## config.mk

```make
export PLATFORM = sky130hd
export DESIGN_NAME = sdcmd_resp_unit
export DESIGN_NICKNAME = d
export VERILOG_FILES = /design/src/rtl/sdc_pkg.sv /design/src/rtl/sdc_rst_sync.sv /design/src/rtl/sdc_cmd_decode.sv /design/src/rtl/sdc_resp_eval.sv /design/src/rtl/sdc_rsp_store.sv /design/src/rtl/sdcmd_resp_unit.sv
export SDC_FILE = /design/constraint.sdc
export NUM_CORES = 1
export LEC_CHECK = 0
export ABC_AREA = 1
export BUFFER_PORTS_ARGS = -buffer_cell sky130_fd_sc_hd__buf_2
export CORE_MARGIN = 2
export CORE_UTILIZATION = 50
export DETAILED_ROUTE_END_ITERATION = 10
export PLACE_DENSITY_LB_ADDON = 0.08
export SETUP_SLACK_MARGIN = 0.1
export SYNTH_ARGS = -nofsm -noshare
export SYNTH_HDL_FRONTEND = slang
export SYNTH_SLANG_ARGS = --single-unit
```

## constraint.sdc

```tcl
create_clock -name clk -period 5.7 [get_ports clk]
set_clock_uncertainty 0.15 [all_clocks]
set_input_delay 0.285 -clock clk [delete_from_list [all_inputs] [get_ports clk]]
set_output_delay 0.285 -clock clk [all_outputs]
set_load 0.01 [all_outputs]
```

## src/rtl/sdc_pkg.sv

```systemverilog
package sdc_pkg;
  localparam int CMD_W     = 16;
  localparam int STAT_W    = 16;
  localparam int MASK_W    = STAT_W - 1;
  localparam int RSP_WORDS = 8;
  localparam int RSP_BYTES = 2 * RSP_WORDS;
  localparam int RSP_DW    = 8 * RSP_BYTES;
  localparam int LEN_W     = $clog2(RSP_BYTES + 1);
  localparam int IDX_W     = 6;

  // response type codes as carried in the command word
  localparam logic [2:0] RT_NONE = 3'd0;
  localparam logic [2:0] RT_R1   = 3'd1;
  localparam logic [2:0] RT_R2   = 3'd2;
  localparam logic [2:0] RT_R3   = 3'd3;
  localparam logic [2:0] RT_R6   = 3'd6;

  // status bit positions
  localparam int ST_DONE  = 0;
  localparam int ST_STOP  = 2;
  localparam int ST_TMO   = 7;
  localparam int ST_CBUSY = 12;
  localparam int ST_CERR  = 14;

  localparam logic [IDX_W-1:0] IDX_STOP = 6'd12;

  typedef struct packed {
    logic             dir;
    logic             rsvd14;
    logic [1:0]       ctype;
    logic             bflag;
    logic [2:0]       rtype;
    logic             init;
    logic             rsvd6;
    logic [IDX_W-1:0] idx;
  } cmd_word_t;
endpackage

```

## src/rtl/sdc_rst_sync.sv

```systemverilog
module sdc_rst_sync #(
  parameter int STAGES = 2
) (
  input  logic clk,
  input  logic rst_n,
  output logic rst_n_s
);
  logic [STAGES-1:0] sh_q;

  always_ff @(posedge clk or negedge rst_n) begin
    if (!rst_n) sh_q <= '0;
    else        sh_q <= {sh_q[STAGES-2:0], 1'b1};
  end

  assign rst_n_s = sh_q[STAGES-1];
endmodule

```

## src/rtl/sdc_cmd_decode.sv

```systemverilog
module sdc_cmd_decode
  import sdc_pkg::*;
(
  input  logic [CMD_W-1:0] raw,
  output logic [IDX_W-1:0] idx,
  output logic             dir,
  output logic [1:0]       ctype,
  output logic [2:0]       rtype,
  output logic             wait_busy,
  output logic             init0
);
  cmd_word_t c;
  logic      unused_rsvd;

  assign c           = cmd_word_t'(raw);
  assign idx         = c.idx;
  assign dir         = c.dir;
  assign ctype       = c.ctype;
  assign rtype       = c.rtype;
  // an R1 with the busy flag becomes R1b: same checks, busy phase expected
  assign wait_busy   = (c.rtype == RT_R1) && c.bflag;
  assign init0       = c.init && (c.idx == '0);
  assign unused_rsvd = c.rsvd14 ^ c.rsvd6;
endmodule

```

## src/rtl/sdc_resp_eval.sv

```systemverilog
module sdc_resp_eval
  import sdc_pkg::*;
#(
  parameter logic [31:0] R1_ERR_MASK = 32'hFDF9_0000,
  parameter logic [15:0] R6_ERR_MASK = 16'hE008
) (
  input  logic [2:0]        rtype,
  input  logic [IDX_W-1:0]  idx,
  input  logic [LEN_W-1:0]  len,
  input  logic [31:0]       head,     // bytes 0..3, byte k at [8k+7:8k]
  output logic [STAT_W-1:0] st_set,
  output logic [STAT_W-1:0] st_clr,
  output logic              store
);
  localparam logic [LEN_W-1:0] LEN_SHORT = LEN_W'(4);
  localparam logic [LEN_W-1:0] LEN_LONG  = LEN_W'(RSP_BYTES);

  logic [31:0]      r1_word;
  logic [15:0]      r6_word;
  logic             known;
  logic [LEN_W-1:0] need;
  logic             timeout;
  logic             err;

  assign r1_word = {head[7:0], head[15:8], head[23:16], head[31:24]};
  assign r6_word = {head[23:16], head[31:24]};

  always_comb begin
    known = 1'b0;
    need  = '0;
    case (rtype)
      RT_R1, RT_R3, RT_R6: begin known = 1'b1; need = LEN_SHORT; end
      RT_R2:               begin known = 1'b1; need = LEN_LONG;  end
      default:             begin known = 1'b0; need = '0;        end
    endcase
  end

  assign timeout = known && (len < need);
  assign store   = known && !timeout;

  always_comb begin
    err = 1'b0;
    if (!timeout) begin
      if (rtype == RT_R1) err = |(r1_word & R1_ERR_MASK);
      if (rtype == RT_R6) err = |(r6_word & R6_ERR_MASK);
    end
  end

  always_comb begin
    st_set = '0;
    st_clr = '0;
    if ((rtype == RT_R3) && !timeout) begin
      if (r1_word[31]) st_clr[ST_CBUSY:0] = '1;
      else             st_set[ST_CBUSY]   = 1'b1;
    end
    if (err) st_set[ST_CERR] = 1'b1;
    else     st_clr[ST_CERR] = 1'b1;
    if (timeout) begin
      st_set[ST_TMO] = 1'b1;
    end else begin
      st_set[ST_DONE] = 1'b1;
      if (idx == IDX_STOP) st_set[ST_STOP] = 1'b1;
    end
  end
endmodule

```

## src/rtl/sdc_rsp_store.sv

```systemverilog
module sdc_rsp_store
  import sdc_pkg::*;
(
  input  logic              clk,
  input  logic              rst_n,
  input  logic              clr,
  input  logic              load,
  input  logic [RSP_DW-1:0] data,
  output logic [15:0]       words [RSP_WORDS]
);
  for (genvar w = 0; w < RSP_WORDS; w++) begin : g_word
    localparam int PAIR = RSP_WORDS - 1 - w;
    logic [15:0] word_q;

    always_ff @(posedge clk or negedge rst_n) begin
      if (!rst_n)    word_q <= '0;
      else if (load) word_q <= {data[8*(2*PAIR) +: 8], data[8*(2*PAIR+1) +: 8]};
      else if (clr)  word_q <= '0;
    end

    assign words[w] = word_q;
  end
endmodule

```

## src/rtl/sdcmd_resp_unit.sv

```systemverilog
module sdcmd_resp_unit
  import sdc_pkg::*;
#(
  parameter int          ADDR_W      = 4,
  parameter logic [31:0] R1_ERR_MASK = 32'hFDF9_0000,
  parameter logic [15:0] R6_ERR_MASK = 16'hE008
) (
  input  logic              clk,
  input  logic              rst_n,
  input  logic              reg_wr,
  input  logic [ADDR_W-1:0] reg_addr,
  input  logic [CMD_W-1:0]  reg_wdata,
  output logic [CMD_W-1:0]  reg_rdata,
  output logic              card_req,
  output logic [IDX_W-1:0]  card_idx,
  output logic              card_dir,
  output logic [1:0]        card_ctype,
  output logic              card_wait_busy,
  input  logic              card_rsp_valid,
  input  logic [LEN_W-1:0]  card_rsp_len,
  input  logic [RSP_DW-1:0] card_rsp_data,
  output logic              busy,
  output logic              irq
);
  localparam int              WSEL_W   = $clog2(RSP_WORDS);
  localparam logic [ADDR_W-1:0] A_CMD  = ADDR_W'(0);
  localparam logic [ADDR_W-1:0] A_CTRL = ADDR_W'(1);
  localparam logic [ADDR_W-1:0] A_STAT = ADDR_W'(2);
  localparam logic [ADDR_W-1:0] A_MASK = ADDR_W'(3);
  localparam logic [ADDR_W-1:0] A_RSP  = ADDR_W'(RSP_WORDS);

  logic rst_n_s;

  sdc_rst_sync u_rst (.clk(clk), .rst_n(rst_n), .rst_n_s(rst_n_s));

  // decode of the incoming command word
  logic [IDX_W-1:0] dec_idx;
  logic             dec_dir;
  logic [1:0]       dec_ctype;
  logic [2:0]       dec_rtype;
  logic             dec_wait_busy;
  logic             dec_init0;

  sdc_cmd_decode u_dec (
    .raw(reg_wdata), .idx(dec_idx), .dir(dec_dir), .ctype(dec_ctype),
    .rtype(dec_rtype), .wait_busy(dec_wait_busy), .init0(dec_init0)
  );

  // architectural state
  logic              ctrl_en_q;
  logic [CMD_W-1:0]  last_cmd_q;
  logic [STAT_W-1:0] status_q, status_d;
  logic [MASK_W-1:0] mask_q;
  logic              busy_q, busy_d;
  logic              req_q;
  logic [IDX_W-1:0]  idx_q;
  logic              dir_q;
  logic [1:0]        ctype_q;
  logic              wb_q;
  logic [2:0]        rtype_q;

  // strobes
  logic wr_cmd, wr_ctrl, wr_stat, wr_mask;
  logic cmd_take, issue, rsp_done, st_en;

  assign wr_cmd   = reg_wr && (reg_addr == A_CMD);
  assign wr_ctrl  = reg_wr && (reg_addr == A_CTRL);
  assign wr_stat  = reg_wr && (reg_addr == A_STAT);
  assign wr_mask  = reg_wr && (reg_addr == A_MASK);
  assign cmd_take = wr_cmd && ctrl_en_q && !busy_q;
  assign issue    = cmd_take && !dec_init0;
  assign rsp_done = busy_q && card_rsp_valid;

  // response evaluation against the type latched at issue
  logic [STAT_W-1:0] ev_set, ev_clr;
  logic              ev_store;

  sdc_resp_eval #(.R1_ERR_MASK(R1_ERR_MASK), .R6_ERR_MASK(R6_ERR_MASK)) u_eval (
    .rtype(rtype_q), .idx(idx_q), .len(card_rsp_len),
    .head(card_rsp_data[31:0]),
    .st_set(ev_set), .st_clr(ev_clr), .store(ev_store)
  );

  logic [15:0] words [RSP_WORDS];

  sdc_rsp_store u_store (
    .clk(clk), .rst_n(rst_n_s), .clr(cmd_take), .load(rsp_done && ev_store),
    .data(card_rsp_data), .words(words)
  );

  // next state
  always_comb begin
    status_d = status_q;
    if (wr_stat)               status_d = status_d & ~reg_wdata;
    if (cmd_take && dec_init0) status_d[ST_DONE] = 1'b1;
    if (rsp_done)              status_d = (status_d & ~ev_clr) | ev_set;
    status_d[STAT_W-1] = 1'b0;
  end

  assign st_en = wr_stat || cmd_take || rsp_done;

  always_comb begin
    busy_d = busy_q;
    if (issue)         busy_d = 1'b1;
    else if (rsp_done) busy_d = 1'b0;
  end

  // registers
  always_ff @(posedge clk or negedge rst_n_s) begin
    if (!rst_n_s) begin
      ctrl_en_q  <= 1'b0;
      last_cmd_q <= '0;
      status_q   <= '0;
      mask_q     <= '0;
      busy_q     <= 1'b0;
      req_q      <= 1'b0;
    end else begin
      req_q  <= issue;
      busy_q <= busy_d;
      if (wr_ctrl)  ctrl_en_q  <= reg_wdata[0];
      if (cmd_take) last_cmd_q <= reg_wdata;
      if (st_en)    status_q   <= status_d;
      if (wr_mask)  mask_q     <= reg_wdata[MASK_W-1:0];
    end
  end

  always_ff @(posedge clk or negedge rst_n_s) begin
    if (!rst_n_s) begin
      idx_q   <= '0;
      dir_q   <= 1'b0;
      ctype_q <= '0;
      wb_q    <= 1'b0;
      rtype_q <= RT_NONE;
    end else if (issue) begin
      idx_q   <= dec_idx;
      dir_q   <= dec_dir;
      ctype_q <= dec_ctype;
      wb_q    <= dec_wait_busy;
      rtype_q <= dec_rtype;
    end
  end

  // read port
  always_comb begin
    reg_rdata = '0;
    if (reg_addr >= A_RSP) begin
      reg_rdata = words[reg_addr[WSEL_W-1:0]];
    end else begin
      case (reg_addr)
        A_CMD:   reg_rdata = last_cmd_q;
        A_CTRL:  reg_rdata = {{(CMD_W-1){1'b0}}, ctrl_en_q};
        A_STAT:  reg_rdata = status_q;
        A_MASK:  reg_rdata = {1'b0, mask_q};
        default: reg_rdata = '0;
      endcase
    end
  end

  assign card_req       = req_q;
  assign card_idx       = idx_q;
  assign card_dir       = dir_q;
  assign card_ctype     = ctype_q;
  assign card_wait_busy = wb_q;
  assign busy           = busy_q;
  assign irq            = |(status_q[MASK_W-1:0] & mask_q);
endmodule

```

# After elaboration in Yosys (flattened, before gate mapping)
# Cells that the tools add are included.
[totals]
regBits = 192
in_bits = 157
out_inout_bits = 29
word_cells = 102
[classes]
order_cmp = 3
eq_ne = 9
mux = 34
bitwise = 7
n_reduce_logical = 29
[ops]
columns = ["cell", "count"]
rows = [
  ["2-to-1 mux 16 bit", 12],
  ["case mux 16 bit (4 select lines)", 1],
  ["binary-select mux 16 bit (select 3 bit)", 1],
  ["bitwise AND 15 bit", 3],
  ["2-to-1 mux 15 bit", 2],
  ["NOT 15 bit", 2],
  ["2-to-1 mux 13 bit", 2],
  ["logical AND 1 bit", 15],
  ["2-to-1 mux 1 bit", 15],
  ["bitwise OR 15 bit", 1],
  ["OR reduction 15 bit", 1],
  ["OR reduction 13 bit", 1],
  ["case mux 5 bit (2 select lines)", 1],
  ["equality test 4 x 2 -> 1 bit (second input constant)", 2],
  ["greater-or-equal comparator 4 bit (second input constant)", 2],
  ["OR reduction 4 bit", 2],
  ["equality test 3 x 1 -> 1 bit (second input constant)", 2],
  ["equality test 3 x 2 -> 1 bit (second input constant)", 2],
  ["equality test 6 x 4 -> 1 bit (second input constant)", 1],
  ["zero test 6 bit", 1],
  ["less-than comparator 5 bit", 1],
  ["equality test 4 x 1 -> 1 bit (second input constant)", 1],
  ["zero test 4 bit", 1],
  ["NOT 3 -> 4 bit", 1],
  ["other kinds (5)", 9],
]

# Depth between registers and ports, before layout
# Gate-level depths: netlist (run 1).
[logic_depth]
depth_word = 12
depth_mapped = 11
mapped_depth_nobuf = 10

# By module
# Synthesis (run 1) repeated with hierarchy kept, for this count alone.
[unflattened]
cells_unflattened = 1387
area_unflattened_um2 = 9825.7
[modules_own_cells]
columns = ["module", "instances", "cells_per_inst", "area_per_inst_um2", "seq_area_each_um2"]
rows = [
  ["sdc_rsp_store", 1, 541, 4795.8, 3203.1],
  ["sdcmd_resp_unit", 1, 746, 4408.0, 1551.5],
  ["sdc_resp_eval", 1, 77, 446.7, 0.0],
  ["sdc_cmd_decode", 1, 20, 121.4, 0.0],
  ["sdc_rst_sync", 1, 3, 53.8, 50.0],
]

# Worst setup path before layout (run 1)
# Ideal clock, no wire load.
[synth_timing]
kind = "flip-flop to flip-flop"
from = "reg rtype_q[0]"
to = "reg u_store.g_word[0].word_q[10]"
setup_ns = 0.117
t_arrival_ns = 1.527
required_ns = 5.433
setup_slack_ns = 3.905
path_stages_with_launch = 11
n_path_buf = 2
period_less_slack_ns = 1.795
path_cell_list = "dfrtp_1 -> nor2_1 -> nand2_1 -> ha_1 -> nand2_2 -> nand2_2 -> nand3_1 -> buf_4 -> buf_2 -> nand3_1 -> nand2_1"
[synth_via]
elab_chain_cells = 9
elab_cells_between_ends = 15
cone_classes = "order compare (1); eq/ne (4); mux (3); reduce/logical (7)"
[synth_rtl]
columns = ["element", "line_no", "source"]
rows = [
  ["start: declaration", "sdcmd_resp_unit.sv:60", "logic [2:0] rtype_q;"],
  ["start signal: assignment", "sdcmd_resp_unit.sv:139", "rtype_q <= dec_rtype;"],
  ["equality test 3 x 2 -> 1 bit, or another cell as far along", "sdc_resp_eval.sv:31", "case (rtype)"],
  ["OR reduction 3 bit", "-", ""],
  ["case mux 5 bit (2 select lines)", "sdc_resp_eval.sv:31", ""],
  ["less-than comparator 5 bit", "sdc_resp_eval.sv:38", "assign timeout = known && (len < need);"],
  ["logical AND 1 bit", "sdc_resp_eval.sv:38", ""],
  ["zero test 1 bit", "sdc_resp_eval.sv:39", "assign store = known && !timeout;"],
  ["logical AND 1 bit (*)", "sdc_resp_eval.sv:39", ""],
  ["logical AND 1 bit (*)", "sdcmd_resp_unit.sv:87", ".clk(clk), .rst_n(rst_n_s), .clr(cmd_take), .load(rsp_done && ev_store),"],
  ["2-to-1 mux 16 bit or nonzero test 2 bit (tied branches)", "-", ""],
  ["end signal: assignment", "sdc_rsp_store.sv:17", "else if (load) word_q <= {data[8*(2*PAIR) +: 8], data[8*(2*PAIR+1) +: 8]};"],
  ["end: declaration", "sdc_rsp_store.sv:13", "logic [15:0] word_q;"],
]
# Mark *: on every way between the ends. The rest lies on a longest branch, timed or not.
# A chain may end at the register's enable or synchronous reset.

# Worst setup path after layout (run 1)
[layout_timing]
from = "reg rtype_q[1]"
to = "reg u_store.g_word[3].word_q[10]"
[layout_via]
elab_chain_cells = 9
elab_cells_between_ends = 15
cone_classes = "order compare (1); eq/ne (4); mux (3); reduce/logical (7)"
[layout_rtl]
columns = ["element", "line_no"]
rows = [
  ["equality test 3 x 2 -> 1 bit, or another cell as far along", "sdc_resp_eval.sv:31"],
  ["OR reduction 3 bit", "-"],
  ["case mux 5 bit (2 select lines)", "sdc_resp_eval.sv:31"],
  ["less-than comparator 5 bit", "sdc_resp_eval.sv:38"],
  ["logical AND 1 bit", "sdc_resp_eval.sv:38"],
  ["zero test 1 bit", "sdc_resp_eval.sv:39"],
  ["logical AND 1 bit (*)", "sdc_resp_eval.sv:39"],
  ["logical AND 1 bit (*)", "sdcmd_resp_unit.sv:87"],
  ["2-to-1 mux 16 bit or nonzero test 2 bit (tied branches)", "-"],
  ["end signal: assignment", "sdc_rsp_store.sv:17"],
  ["end: declaration", "sdc_rsp_store.sv:13"],
]
# Marks and branches as above.

==> results.cfg, run 1 <==
[run_status]
status = finished clean

[timing]
fin_crit_sh_pct = 60.0
max_freq_ghz = 0.293
holdWs_ns = 0.00474
hold_viol = 0
setup_tns_ns = 0
grt_setup_unrepaired = no
worstMarginPinSlew_ns = 0.967
setup_violations = 0
period_needed_ns = 3.42
slew_headroom_pct = 35.5
slew_viol_final = 0

[global_route]
grt_pass1_vias = 8805
grt_usage_pct = 30.4
antenna_found_initial = 2
grt_max_degree = 131
grt-ovfl-total = 0
grt_pass1_wl_um = 47300

[power_and_ir_drop]
p_per_area_mw_per_mm2 = 293
p_total_uw = 3590
ir_worst_vdd_uv = 210
leakagePower_uw = 0.00638

[synth]
synth.cell_area_mm2 = 0.00960
syn_nets = 1338
synth.top_cell.area_share_pct = 50.1
ys_seq_elements = 192
synth-compound-area-share_pct = 7.03
synth_fa_ha_area_share_pct = 0.130
synth_flop_cell = dfrtp_1
yosysTopAreaCell = dfrtp_1
synthDistinctLibCells = 35
synth_top_family_by_area = simple AND/OR/NAND/NOR gates
seq_area_frac_synth_pct = 50.1
async_flop_share_pct = 100
synth_edf_count = 0
synth.most_common_cell = nand2_1
synth_xor_area_share_pct = 0
synthMuxAreaShare_pct = 0.156
synth_common_cells = 348 x nand2_1, 192 x dfrtp_1, 165 x nand3_1
yosysWarningCount = 0
syn_area_per_cell_um2 = 8.13
synth_cells = 1180
ys_top_cells_by_area = dfrtp_1 50%, nand2_1 14%, nand4_1 10%
yosys.area_share.simple_pct = 35.3

[setup_path]
critical_path_buf_inv_count = 2
path_max_fanout = 74
cp-start-kind = flip-flop
required_ns = 5.88
crit_path_top_delay_cell = nand3_4
cpLargestDelayFamily = simple AND/OR/NAND/NOR gates
cp-end-kind = flip-flop
path_common_cell = nand2_1
reg2regPathDepth = 10
crit_type = reg -> reg
cpPeakStageDelay_ns = 0.81
crit_chain = inv_1 -> nor2_1 -> nand2_1 -> ha_1 -> nand2_2 -> nand2_4 -> nand3_4 -> buf_4 -> nand3_1 -> nand2_1
path_depth = 10
critPathArrivalTime_ns = 3.59

[clock_tree]
cts.repair.resized = 0
tritoncts = built
worstSkewPairLatency_ns = 0.44
post_cts_buffers = 0
cts_num_sinks = 192
cts_buffers = 17
path_clk_slew_ns = 0.07
htree_levels = 4
clk_path_buf_depth = 2
cts_root_buf = clkbuf_16

[place]
hpwl_um = 20100
routabilityCongestion = 0.878
dp_cells = 1506
portBuffers = 183

[floorplan]
die_height_um = 143
ios = 186
core_mm2 = 0.0188
start_util_pct = 51.1
die_area_mm2 = 0.0203
die_x_um = 143
rows = 50

[flow_run]
cap_violations = 0

[routing]
wl_per_cell_um = 18.8
drt_iter0_markers = 992
drtPass1Iterations = 5
postRouteAntennaNets = 0
via_count = 9599
drcViolationCount = 0
wl_um = 31200
routed_via_density = 5.78

[cells_and_area]
fin_cells = 1662
nNetsFinal = 1571
drive_gt1_share_pct = 17.8
syn_to_final_growth_pct = 27.8

[hold_path]
hold_depth = 3
hold_path.class = in -> reg
==> worst min-delay path, stage by stage <==
cell	delay, ns
buf_2	0.10
nand4_1	0.10
nand2_1	0.07
==> placed cells by master, fill, tap and decap left out, drive strengths merged, types with 2 or more instances in the layout <==
cell and n:
o2bb2ai 4, inv 56, nand4 159, bufinv 3, diode 2, clkinv 6
dfrtp 192, nor3 4, a22oi 15, nand2 356, o211ai 7, clkbuf 18
o21ai 47, nor2 28, a21oi 43, buf 191, clkinvlp 2, nand3 166
dlygate4sd3 122
==> worst paths after layout <==
kind,startpoint,endpoint,slack (ns)
max,rtype_q[1],u_store.g_word[3].word_q[10],2.28
min,card_rsp_data[60],u_store.g_word[4].word_q[4],0.005
max reg2reg,rtype_q[1],u_store.g_word[3].word_q[10],2.28
min reg2reg,u_rst.sh_q[0],u_rst.sh_q[1],0.21
max in group asynchronous,u_rst.sh_q[1],u_store.g_word[1].word_q[2],3.94
min in group asynchronous,u_rst.sh_q[1],card_idx[4],0.28
==> cell type report <==
cell class | count | area (µm²)
timing repair buffer | 313 | 2210
multi-input combinational | 836 | 4120
fill | 1660 | 6500
inverter | 53 | 206
tap | 234 | 293
clock inverter | 14 | 179
clock buffer | 18 | 439
antenna | 2 | 5.00
sequential | 192 | 4810
==> logic make-up after synthesis <==
logic type	count (synthesis)
buffers and inverters	152
and+or+nand+nor	715
AOI/OAI and AO/OA	118
muxes	1
adders and majority gates	1
DFF	192
other	1
==> routing by layer <==
layer | GRT usage, % | share of wire [%] | up-vias
li1 | - | - | 4538
met2 | 47.3 | 47 | 379
met1 | 44.8 | 45 | 4642
met4 | 8.23 | 1.8 | 0
met5 | 0 | 0 | -
met3 | 4.21 | 6.3 | 40
==> power breakdown <==
part | internal, µW | leakage [µW] | total, µW | switching [µW]
registers | 1510 | 0.00259 | 1620 | 106
logic | 245 | 0.00348 | 710 | 464
clock network | 711 | 0.000300 | 1270 | 559
==> per-stage QoR <==
step	setup WS (ns)	utilization, %	cell area (µm²)
after global placement	2.35	55.5	10400
after CTS	2.29	65.3	12200
after global routing	1.98	65.3	12300
after detailed placement	2.31	55.5	10400
after floorplan	2.38	-	9600
final	2.28	65.3	12300
==> sequential cells by signal (all words and copies together) (netlist names), named ones only <==
| name | count |
|---|---|
| rtype_q | 3 |
| u_rst.sh_q | 2 |
| card_ctype | 2 |
| ctrl_en_q | 1 |
| last_cmd_q | 16 |
| status_q | 14 |
| mask_q | 15 |
| u_store.g_word.word_q | 128 |
| card_wait_busy | 1 |
| busy | 1 |
| card_dir | 1 |
| card_req | 1 |
| card_idx | 6 |
==> timing repair <==
action,4_1_cts,5_1_grt
setup endpoints to repair,0,0
hold buffers,121,1
endpoints found under the hold margin,135,1
Power figures use the tool's default switching activity.
==> inputs of run 2 (changes only) <==
ABC_AREA = 0   (was 1)
CORE_UTILIZATION = 51   (was 50)
clock period = 3 ns   (was 5.7 ns; I/O delays follow)
==> run 2 against run 1 <==
Against the previous run:
- combinational power rose by 42%
- first-iteration DRC count fell by 48%
- worst setup slack got worse by 1.8 ns
- critical path type unchanged
- largest cell class unchanged
- largest power group unchanged
- highest routed layer unchanged
==> results.cfg, run 2 <==
[run_status]
status = finished clean

[global_route]
grt_use_met3_pct = 5.75
grt_pass1_wl_um = 42200
top_usage_layer = met2
grt_pass1_vias = 8011
grt_use_met2_pct = 44.4
grt_usage_pct = 27.2
grt-ovfl-total = 0
antenna_found_initial = 1
grtUsageMet1_pct = 36.1
grt_max_degree = 99

[hold_path]
hold_start = reg_addr[2]
hold_depth = 5
hold_path.class = in -> reg

[place]
portBuffers = 183
routabilityCongestion = 0.777
place_ws_ns = 0.504
hpwl_um = 16500
dp_cells = 1285

[synth]
synthDistinctLibCells = 49
syn_nets = 1069
async_flop_share_pct = 100
synth_edf_count = 0
synth_cells = 911
yosysWarningCount = 0
synth_common_cells = 192 x dfrtp_1, 189 x nand2_1, 131 x inv_1
synth_flop_cell = dfrtp_1
yosysTopAreaCell = dfrtp_1
synth.most_common_cell = dfrtp_1
ys_seq_elements = 192
syn_area_per_cell_um2 = 10.7
synth.cell_area_mm2 = 0.00972
seq_area_frac_synth_pct = 49.4
ys_top_cells_by_area = dfrtp_1 49%, mux2i_1 13%, mux4_2 7.6%
synth.top_cell.area_share_pct = 49.4

[timing]
period_needed_ns = 2.56
setup_ws_ns = 0.441
fin_crit_sh_pct = 85.3
hold_viol = 0
worstMarginPinSlew_ns = 0.805
max_freq_ghz = 0.391
slew_viol_final = 0
slew_headroom_pct = 46.3
setup_violations = 0
grt_setup_unrepaired = no
setup_tns_ns = 0

[floorplan]
die_x_um = 142
ios = 186
start_util_pct = 52.0
core_mm2 = 0.0187
die_area_mm2 = 0.0202
rows = 50
die_height_um = 142

[setup_path]
r2r-start = rtype_q[1]
crit_type = reg -> reg
cp-start-kind = flip-flop
path_max_fanout = 77
required_ns = 3.19
crit_start = rtype_q[1]
cp-end-kind = flip-flop
critPathArrivalTime_ns = 2.75
reg2regPathDepth = 7

[routing]
postRouteAntennaNets = 0
drtPass1Iterations = 7
routed_via_density = 5.27
drcViolationCount = 0
wl_per_cell_um = 18.1
drt_iter0_markers = 520
via_count = 7708
wl_um = 26400

[cells_and_area]
regMostFlops = u_store.g_word.word_q
post-route-util_pct = 69.2
nNetsFinal = 1375
largest_reg_flops = 128
final_common_cell = dfrtp_1
top_regs = u_store.g_word.word_q (128), last_cmd_q (16), mask_q (15)
syn_to_final_growth_pct = 33.2
fin_cells = 1464
drive_gt1_share_pct = 25.0
final_cell_mix = 191 x dfrtp_1, 189 x nand2_1, 182 x buf_2

[clock_tree]
cts_root_buf = clkbuf_16
post_cts_buffers = 0
tritoncts = built
worstSkewPairLatency_ns = 0.43
clk_path_buf_depth = 2
cts_buffers = 17
path_clk_slew_ns = 0.07
cts_num_sinks = 192
htree_levels = 4

[power_and_ir_drop]
netSwitchingPower_uw = 1640
pwr-share-seq_pct = 47.1
p_clk_share_pct = 37.0
ir_worst_vdd_uv = 390
p_comb_share_pct = 15.9
leakagePower_uw = 0.00739
power.internal_uw = 4720
sw_frac_of_total_pct = 25.8
p_per_area_mw_per_mm2 = 491

[flow_run]
cap_violations = 0
run 2: changes by cell type in the layout (fill, tap and decap cells not counted), sizes merged, moves of 35 or more:
cell / delta
nand3: -147
nand2: -167
mux2: +35
inv: +79
a21oi: -41
mux2i: +129
nand4: -154
o21ai: -38
run 2: routing by layer:
| metal | up-vias | part of all wire, % | routed length (µm) |
|---|---|---|---|
| met3 | 42 | 5.3 | 1410 |
| met2 | 236 | 48 | 12800 |
| met4 | 0 | 3.0 | 782 |
| met5 | - | 0 | 0 |
| li1 | 3658 | - | - |
| met1 | 3772 | 43 | 11500 |
run 2: per-stage QoR:
stage / total power [µW] / hold WS [ns] / cell area (µm²)
CTS: 6390 / 0.0989 / 12900
floorplan: 3540 / -0.296 / 9730
finish: 6360 / 0.118 / 12900
global route: 6630 / 0.146 / 12900
global placement: 3880 / -0.212 / 10900
detailed placement: 3900 / -0.210 / 10900
run 2: worst max-delay path: stages (launching register included):
cell and delay, ns:
dfrtp_1 0.39, nor2b_1 0.28, nand2b_1 0.14, ha_1 0.24, o32ai_1 0.32, a21o_4 0.20, buf_12 0.42, mux2i_1 0.28
run 2: area by class of cell:
class                      instances  area [µm²]
fill                            1370        5760
multi-input combinational        527        4130
clock buffer                      20         447
clock inverter                    11         153
timing repair buffer             348        2630
tap                              234         293
sequential                       192        4810
inverter                         131         492
antenna                            1        2.50
run 2: worst paths after layout:
path / endpoint / slack (ns)
max in group asynchronous: card_ctype[1] / 1.67
worst min-delay path: ctrl_en_q / 0.12
worst max register to register: u_store.g_word[5].word_q[6] / 0.44
worst min register to register: u_rst.sh_q[1] / 0.20
min in group asynchronous: u_store.g_word[4].word_q[0] / 0.28
worst max-delay path: u_store.g_word[5].word_q[6] / 0.44
run 2: what timing repair did:
item,CTS,global route
hold buffers,147,0
gates resized for setup,0,0
endpoints found under the hold margin,190,0
endpoints found under the setup margin,0,0
run 2: power groups by stage:
stage	Clock [µW]	Sequential (µW)	Combinational [µW]
CTS	2390	2990	1010
floorplan	0	3030	510
global placement	0	3030	841
global route	2490	3030	1110
finish	2350	2990	1010
detailed placement	0	3040	856
run 2: cells by family (layout without fill, tap and decap cells):
group / Yosys count / after routing / synth area share (%)
AO/OA/AOI/OAI: 64 / 64 / 5.10
adder cells (fa/ha/maj): 1 / 1 / 0.129
buffers and inverters: 192 / 510 / 8.20
flip-flops: 192 / 192 / 49.4
multiplexers: 198 / 198 / 25.1
other: 1 / 2 / 0.0386
AND/OR/NAND/NOR: 263 / 263 / 12.0
